===== src/rtl/sdram_init_seq.sv =====
module sdram_init_seq #(
  parameter int T_STABLE = 20000,
  parameter int T_RP     = 3,
  parameter int T_RC     = 10,
  parameter int T_MRD    = 2
) (
  input  logic        clk,
  input  logic        rst_n,
  input  logic [2:0]  burst_len,
  input  logic        burst_seq,
  input  logic [2:0]  cas_lat,
  input  logic [1:0]  op_mode,
  input  logic        wr_burst,
  output logic        cs_n,
  output logic        ras_n,
  output logic        cas_n,
  output logic        we_n,
  output logic [12:0] addr,
  output logic [1:0]  ba,
  output logic        ready
);

  localparam int MAX_A = (T_STABLE > T_RP) ? T_STABLE : T_RP;
  localparam int MAX_B = (T_RC > T_MRD) ? T_RC : T_MRD;
  localparam int MAX_T = (MAX_A > MAX_B) ? MAX_A : MAX_B;
  localparam int CW    = $clog2(MAX_T + 1);

  localparam logic [CW-1:0] LAST_STABLE = CW'(T_STABLE - 1);
  localparam logic [CW-1:0] LAST_RP     = CW'(T_RP - 1);
  localparam logic [CW-1:0] LAST_RC     = CW'(T_RC - 1);
  localparam logic [CW-1:0] LAST_MRD    = CW'(T_MRD - 1);

  localparam logic [3:0] C_INHIBIT = 4'b1111;
  localparam logic [3:0] C_NOP     = 4'b0111;
  localparam logic [3:0] C_PRE     = 4'b0010;
  localparam logic [3:0] C_REF     = 4'b0001;
  localparam logic [3:0] C_LMR     = 4'b0000;

  typedef enum logic [2:0] {
    PH_WAIT, PH_PRE, PH_REF1, PH_REF2, PH_LMR, PH_DONE
  } phase_t;

  phase_t          phase, phase_nx;
  logic [CW-1:0]   cnt;
  logic [CW-1:0]   cur_last, nx_last;
  logic            first;
  logic [3:0]      cmd;

  function automatic logic [CW-1:0] last_of(phase_t p);
    case (p)
      PH_WAIT:  return LAST_STABLE;
      PH_PRE:   return LAST_RP;
      PH_REF1:  return LAST_RC;
      PH_REF2:  return LAST_RC;
      PH_LMR:   return LAST_MRD;
      default:  return '0;
    endcase
  endfunction

  always_comb begin
    case (phase)
      PH_WAIT: phase_nx = PH_PRE;
      PH_PRE:  phase_nx = PH_REF1;
      PH_REF1: phase_nx = PH_REF2;
      PH_REF2: phase_nx = PH_LMR;
      default: phase_nx = PH_DONE;
    endcase
  end

  assign cur_last = last_of(phase);
  assign nx_last  = last_of(phase_nx);
  assign first    = (cnt == cur_last);

  always_ff @(posedge clk or negedge rst_n) begin
    if (!rst_n) begin
      phase <= PH_WAIT;
      cnt   <= LAST_STABLE;
    end else if (phase != PH_DONE) begin
      if (cnt == '0) begin
        phase <= phase_nx;
        cnt   <= nx_last;
      end else begin
        cnt <= cnt - 1'b1;
      end
    end
  end

  always_comb begin
    cmd  = C_NOP;
    addr = '0;
    if (!rst_n) begin
      cmd = C_INHIBIT;
    end else if (first) begin
      case (phase)
        PH_PRE: begin
          cmd      = C_PRE;
          addr[10] = 1'b1;
        end
        PH_REF1, PH_REF2: cmd = C_REF;
        PH_LMR: begin
          cmd  = C_LMR;
          addr = {3'b000, wr_burst, op_mode, cas_lat, burst_seq, burst_len};
        end
        default: cmd = C_NOP;
      endcase
    end
  end

  assign {cs_n, ras_n, cas_n, we_n} = cmd;
  assign ba    = 2'b00;
  assign ready = rst_n && (phase == PH_DONE);

endmodule


===== config.mk =====
export PLATFORM = sky130hd
export DESIGN_NAME = sdram_init_seq
export DESIGN_NICKNAME = d
export VERILOG_FILES = /design/src/rtl/sdram_init_seq.sv
export SDC_FILE = /design/constraint.sdc
export NUM_CORES = 1
export LEC_CHECK = 0
export ABC_CLOCK_PERIOD_IN_PS = 2600
export BUFFER_PORTS_ARGS = -buffer_cell sky130_fd_sc_hd__buf_2
export CORE_UTILIZATION = 45
export CTS_CLUSTER_SIZE = 14
export DETAILED_ROUTE_END_ITERATION = 10
export GPL_ROUTABILITY_DRIVEN = 0
export HOLD_SLACK_MARGIN = 0.06
export PLACE_DENSITY = 0.69
export SYNTH_ARGS = -nofsm -noshare
export SYNTH_HDL_FRONTEND = slang
export SYNTH_SLANG_ARGS = --single-unit
export TNS_END_PERCENT = 10

===== constraint.sdc =====
create_clock -name clk -period 2.6 [get_ports clk]
set_clock_uncertainty 0.1 [all_clocks]
set_input_delay 0.26 -clock clk [delete_from_list [all_inputs] [get_ports clk]]
set_output_delay 0.26 -clock clk [all_outputs]
set_load 0.01 [all_outputs]

==> results of run 1 <==
## final cells by class
type | count | area (sq um) | share of cell area
clock buffer | 4 | 36.28 | 0.02280
timing repair buffer | 42 | 250.2 | 0.1572
multi-input combinational | 127 | 782.0 | 0.4914
tap | 31 | 38.79 | 0.02437
sequential | 18 | 461.7 | 0.2901
inverter | 6 | 22.52 | 0.01415
## worst max path at each step
| stage | from | endpoint | slack [ns] | depth (start not counted) |
|---|---|---|---|---|
| after floorplan | cnt[12]$_DFFE_PN0P_ | we_n | 0.33 | 4 |
| after global placement | cnt[13]$_DFFE_PN0P_ | ras_n | 0.18 | 5 |
| after detailed placement | cnt[13]$_DFFE_PN0P_ | ras_n | 0.15 | 5 |
| after CTS | cnt[12]$_DFFE_PN0P_ | ras_n | -0.15 | 5 |
| after global routing | cnt[12]$_DFFE_PN0P_ | ras_n | -0.23 | 5 |
| final | cnt[12]$_DFFE_PN0P_ | ras_n | -0.12 | 5 |
## flip-flops by register name, indices dropped and copies added, names as in the netlist
signal / cells
cnt: 15
phase: 3
## cell usage in the layout, fill, tap and decap left out, types with 3 or more instances in the layout
cell type | synthesis | final
nand2b_1 | 3 | 3
buf_2 | 2 | 27
o31ai_1 | 5 | 5
conb_1 | 1 | 4
nand4_1 | 5 | 5
o21ai_0 | 10 | 10
nor2_1 | 12 | 12
or4_1 | 4 | 4
or3_1 | 4 | 3
buf_4 | 4 | 14
inv_1 | 6 | 6
nand2_1 | 18 | 18
clkbuf_4 | 0 | 3
xnor2_1 | 3 | 3
xor2_1 | 5 | 5
dfstp_2 | 9 | 9
dfrtp_1 | 9 | 9
a21oi_1 | 8 | 8
nor3_1 | 18 | 17
nor4_1 | 4 | 3
## synthesized netlist by cell type (all sizes together)
cell	count
a211o	1
a211oi	2
a21boi	2
a21oi	8
a32oi	1
and3b	1
buf	8
clkbuf	8
conb	1
dfrtp	9
dfstp	9
ha	1
inv	6
mux2i	1
nand2	18
nand2b	3
nand3	2
nand3b	1
nand4	5
nand4b	2
nor2	12
nor2b	2
nor3	18
nor3b	1
nor4	4
nor4b	2
o2111ai	2
o21ai	10
o22ai	1
o31ai	5
or3	4
or4	4
or4b	2
xnor2	3
xor2	5
## repair_timing
item | CTS | global route
gates resized for setup | 3 | 3
setup endpoints to repair | 13 | 13
hold endpoints to repair | 9 | 0
gates cloned | 0 | 0
pin swaps | 2 | 1
hold buffers | 1 | 0
buffers inserted | 1 | 1
## power by group through the flow
stage               registers, mW  clock network, mW  logic [mW]
floorplan                   0.285                  0      0.0134
global placement            0.285                  0      0.0265
detailed placement          0.285                  0      0.0268
CTS                         0.281              0.180      0.0301
global route                0.281              0.188      0.0348
finish                      0.281              0.172      0.0315
## stage by stage
stage / cell area, sq um / std cells
after floorplan: 1309 / 167
after global placement: 1495 / 221
after detailed placement: 1495 / 221
after CTS: 1568 / 227
after global routing: 1592 / 228
final: 1592 / 228
## critical path, delay by kind of cell, from the launching register on
kind            cells  cell delay [ns]
simple gates        3             1.33
compound gates      1             0.19
flops               1             0.39
buf+inv             1             0.15
## cells by family after synthesis
logic type	count (synthesis)	share of synthesized area
and+or+nand+nor	81	0.3394
AOI/OAI and AO/OA	32	0.1533
buffers and inverters	22	0.07715
DFF	18	0.3558
xor gates and xnor gates	8	0.05400
adders and majority gates	1	0.009642
other	1	0.002890
muxes	1	0.007715
## layer usage
metal | vias up | wire length (microns) | track usage
li1 | 652 | - | -
met1 | 616 | 1441 | 0.2753
met2 | 27 | 1546 | 0.3632
met3 | 4 | 86 | 0.03256
met4 | 0 | 34 | 0.07500
met5 | - | 0 | 0
==> metrics.csv, run 1 <==
stage;metric;value;unit
worst_setup_path;crit-path max cell delay;0.55;ns
sta;remaining max-slew budget at the tightest pin;0.6177;
finish;synthesis-to-finish area growth;22.66;%
worst_setup_path;cell with the largest stage delay on the worst path;or4b_4;
cts;number of buffers created by CTS;3;
cts;CTS sink cnt;18;
power_and_ir_drop;LEAKAGE;0.7011;nW
cts;clk slew on worst S/H paths;0.10;ns
yosys;post-synthesis sequential element count;18;
route;Iteration-0 DRC Markers;53;
grt;global-route wire length before repair;5299;microns
grt;All-Layer GR Usage;0.2135;
sta;upper clock frequency limit;367.1;MHz
worst_setup_path;CP Class;reg -> out;
finish;Post-Route Utilization;0.5822;
power_and_ir_drop;PnR Total Power;0.4837;mW
power_and_ir_drop;highest ir drop seen on vdd;0.0002680;V
sta;worst hold-check slack;0.3727;ns
yosys;Yosys top cell area share;0.1823;
cts;Root Buffer Master;clkbuf_4;
yosys;cell type with the largest total area after synthesis;dfstp_2;
yosys;Synth area leaders;dfstp_2, dfrtp_1, nor3_1;
route;final routed wirelength across all metal layers;3108;microns
route;Detail Route Antenna Nets;0;
floorplan;floorplan die area;0.003102;sq mm
cts;Clock Tree Buf Depth;2;
sta;ratio of final minimum period to clock period;1.048;
worst_setup_path;cells along the critical path;or4b_4 -> nor4b_4 -> o2111ai_2 -> or4b_1 -> buf_2;
sta;final hold vios;0;
yosys;Netlist cell types;38;
yosys;cell area after synthesis;0.001297;sq mm
power_and_ir_drop;power density normalized to cell area;303.9;mW/mm^2
sta;final max-slew violation count;0;
worst_setup_path;setup slack on the worst flop-to-flop path;0.54;ns
worst_setup_path;launch instance of the worst register-to-register path;cnt[0]$_DFFE_PN1P_;
yosys;cells after synthesis;164;
worst_setup_path;data required time of the worst path;2.24;ns
sta;setup repair after global routing missed its margin;true;
sta;final-report setup violation count;8;
finish;number of inserted filler cells in the final layout;258;
sta;worst slew pin tran;0.5682;ns
route;detail-routed net length per standard cell;13.63;microns
worst_hold_path;type of the most critical hold path;in -> async;
yosys;Seq/Total Area, Yosys;0.3558;
status;result of the run;finished, violations left;
finish;ANT cells;0;
floorplan;y dimension of the die;55.70;microns
placed_design;count of input and output buffers;27;
power_and_ir_drop;part of the total power dissipated in combinational logic;0.065;
floorplan;initial standard-cell utilization of the core;0.4746;
yosys;Post-Syn Area per Cell;7.912;sq um
floorplan;placement row count;19;
power_and_ir_drop;portion of total power attributed to the clock network;0.355;
placed_design;HPWL Detailed;2257;microns
cts;worst-skew pair later-pin latency;0.29;ns
finish;fraction of final layout cells sized beyond drive strength 1;0.3046;
placed_design;Post-Place Setup Slack;0.1550;ns
power_and_ir_drop;fraction of power consumed by sequential logic;0.580;
cts;Clock H-tree levels;1;
sta;minimum setup slack in the final design;-0.1240;ns
power_and_ir_drop;net switching power figure;0.1034;mW
route;total number of vias;1299;
floorplan;placeable core area;0.002734;sq mm
route;detailed-router iteration count before antenna repair;4;
status;failing checks;setup timing;
worst_setup_path;critical path fanouts, max;4;
worst_setup_path;Critical Path End Type;primary output;
worst_setup_path;cell depth of the worst flop-to-flop path;7;
floorplan;Top Ports;32;
sta;Sum Neg Setup Slack;-0.4219;ns
grt;total global routing overflow;0;
cts;TritonCTS clock tree;yes;
grt;via count of the first global-routing pass;1243;
worst_setup_path;startpoint class of the critical path;register;
power_and_ir_drop;switching share of total power;0.2137;
power_and_ir_drop;Pint;0.3803;mW
run;Max Cap Violations;0;
finish;net count reported at finish;211;
sta;clock period minus worst slack;2.724;ns
grt;initial antenna violation count;0;
route;remaining routing DRC violations;0;
route;drt via density;5.697;
worst_setup_path;terminus of the critical flop-to-flop path;cnt[7]$_DFFE_PN0P_;
grt;maximum number of pins on one net before global-route repair;20;
floorplan;Die Span X;55.70;microns
worst_setup_path;crit path DAT;2.36;ns
yosys;Yosys warnings;0;
Note: power is estimated with default switching activity, not from simulation.
==> run 2, diff against run 1 <==
- SKIP_LAST_GASP: default -> 1
- TNS_END_PERCENT: 10 -> 100
==> run 2 against run 1 <==
- the run still ends with setup timing left
- utilization is 3.4 points higher
- total power rose by 1.7%
- largest cell class unchanged
- critical path depth unchanged
- sequential share of layout area decreased by 1.6 points
- combinational power up 22%
- global-route usage is 1.3 points higher
- critical path type unchanged
- die area unchanged
- worst hold slack lost 0.0013 ns
==> metrics.csv, run 2 (synthesis results as in run 1) <==
stage;metric;value;unit;change
finish;net count reported at finish;213;;+0.95%
status;result of the run;finished, violations left;;
finish;combined area of the multi-input logic cells;852.1;sq um;+9.0%
worst_setup_path;timing endpoint of the critical path;ras_n;;
floorplan;placeable core area;0.002734;sq mm;unchanged
finish;synthesis-to-finish area growth;29.80;%;
grt;All-Layer GR Usage;0.2263;;+0.01288
cts;TritonCTS clock tree;yes;;
sta;ratio of final minimum period to clock period;1.050;;+0.002025
finish;commonest cells after routing, fill and taps aside;buf_2, nand2_1, buf_4;;
floorplan;floorplan die area;0.003102;sq mm;unchanged
power_and_ir_drop;power density normalized to cell area;292.0;mW/mm^2;-3.9%
grt;global-route wire length before repair;5623;microns;+6.1%
route;total number of vias;1329;;+2.3%
worst_setup_path;CP startpoint;cnt[12]$_DFFE_PN0P_;;
route;remaining routing DRC violations;0;;unchanged
grt;maximum number of pins on one net before global-route repair;20;;unchanged
placed_design;placed cell area;0.001495;sq mm;unchanged
floorplan;Die Span X;55.70;microns;unchanged
floorplan;initial standard-cell utilization of the core;0.4746;;unchanged
cts;Clock Tree Buf Depth;2;;unchanged
worst_setup_path;crit path DAT;2.37;ns;about the same
worst_setup_path;data required time of the worst path;2.24;ns;about the same
finish;Largest Register;cnt;;
sta;final hold vios;0;;unchanged
worst_setup_path;CP Class;reg -> out;;
finish;number of flip-flops in the largest register;15;;unchanged
sta;final max-slew violation count;0;;unchanged
finish;summed area of non-filler cells in the final layout;0.001684;sq mm;+5.8%
cts;worst-skew pair later-pin latency;0.29;ns;about the same
power_and_ir_drop;PnR Total Power;0.4917;mW;+1.7%
cts;clk slew on worst S/H paths;0.10;ns;about the same
grt;total global routing overflow;0;;unchanged
worst_setup_path;launch instance of the worst register-to-register path;cnt[0]$_DFFE_PN1P_;;
worst_setup_path;critical path fanouts, max;4;;unchanged
route;drt via density;5.778;;+1.4%
cts;CTS sink cnt;18;;unchanged
cts;Root Buffer Master;clkbuf_4;;
sta;clock period minus worst slack;2.729;ns;+0.005264 ns
status;failing checks;setup timing;;
worst_setup_path;setup slack on the worst flop-to-flop path;0.55;ns;about the same
floorplan;Top Ports;32;;unchanged
sta;Sum Neg Setup Slack;-0.7118;ns;-0.2899 ns
worst_setup_path;startpoint class of the critical path;register;;
route;Iteration-0 DRC Markers;39;;-26%
route;Detail Route Antenna Nets;0;;unchanged
finish;largest registers;cnt x15, phase x3;;
finish;most common library cell in the layout ignoring fill and taps;buf_2;;
worst_setup_path;cell depth of the worst flop-to-flop path;7;;unchanged
floorplan;y dimension of the die;55.70;microns;unchanged
finish;fraction of final layout cells sized beyond drive strength 1;0.3568;;+0.05222
sta;setup repair after global routing missed its margin;true;;
cts;number of buffers created by CTS;3;;unchanged
finish;sequential cell area;461.7;sq um;unchanged
sta;worst hold-check slack;0.3714;ns;-0.001284 ns
grt;initial antenna violation count;0;;unchanged
run;Max Cap Violations;0;;unchanged
finish;ANT cells;0;;unchanged
grt;via count of the first global-routing pass;1275;;+2.6%
placed_design;HPWL Detailed;2257;microns;unchanged
cts;Clock H-tree levels;1;;unchanged
sta;minimum setup slack in the final design;-0.1293;ns;-0.005264 ns
worst_hold_path;type of the most critical hold path;in -> async;;
route;detail-routed net length per standard cell;14.35;microns;+5.3%
worst_setup_path;Critical Path End Type;primary output;;
finish;number of inserted filler cells in the final layout;237;;-8.1%
sta;remaining max-slew budget at the tightest pin;0.6375;;+0.01975
placed_design;count of input and output buffers;27;;unchanged
floorplan;placement row count;19;;unchanged
sta;worst slew pin tran;0.5388;ns;-0.02936 ns
power_and_ir_drop;LEAKAGE;0.7076;nW;+0.92%
sta;final-report setup violation count;13;;+5
power_and_ir_drop;highest ir drop seen on vdd;0.0002697;V;+0.62%
worst_setup_path;terminus of the critical flop-to-flop path;cnt[7]$_DFFE_PN0P_;;
sta;upper clock frequency limit;366.4;MHz;-0.19%
route;final routed wirelength across all metal layers;3301;microns;+6.2%
route;detailed-router iteration count before antenna repair;4;;unchanged
-- run 2: what timing repair did --
| item | CTS | global route |
|---|---|---|
| endpoints found under the setup margin | 13 | 14 |
| gates resized for setup | 16 | 6 |
| setup buffers | 2 | 1 |
| pin swaps | 12 | 1 |
| endpoints found under the hold margin | 9 | 0 |
| cloned | 1 | 0 |
| hold buffers | 1 | 0 |
-- run 2: layout make-up --
type	count	area share
Multi-Input combinational cell	127	0.5059
Sequential cell	18	0.2741
Timing Repair Buffer	44	0.1620
Tap cell	31	0.02303
Clock buffer	4	0.02155
Inverter	6	0.01337
-- run 2: metal layers --
layer  GRT usage  vias up  part of all wire
li1            -      655                 -
met1      0.2902      645              0.45
met2      0.3941       25              0.52
met3     0.03256        4             0.024
met4     0.06786        0            0.0094
met5           0        -                 0
-- run 2: worst min-delay path by stage --
stage	endpoint	slack, ns	cells after the start
CTS	cnt[5]$_DFFE_PN0P_	0.36	3
global route	cnt[6]$_DFFE_PN0P_	0.38	3
finish	phase[1]$_DFFE_PN0P_	0.37	3
global placement	cnt[12]$_DFFE_PN0P_	0.16	2
floorplan	cnt[12]$_DFFE_PN0P_	-0.14	0
detailed placement	cnt[8]$_DFFE_PN0P_	0.15	2
-- run 2: worst max-delay path: stages, from the launching register on --
cell and delay [ns]:
dfrtp_1 0.39, or4b_4 0.55, nor4b_4 0.28, o2111ai_2 0.20, or4b_1 0.50, buf_2 0.15
-- run 2: where the power goes --
part	switching [mW]	internal [mW]
Sequential	0	0.281
Combinational	0.0208	0.0175
Clock	0.0875	0.0853
Total	0.108	0.383
-- run 2: per-stage QoR --
stage	instances	util	setup slack, ns
floorplan	167	-	0.3268
global placement	221	0.5469	0.1815
detailed placement	221	0.5469	0.1550
CTS	229	0.6000	-0.1463
global route	230	0.6160	-0.2382
finish	230	0.6160	-0.1293
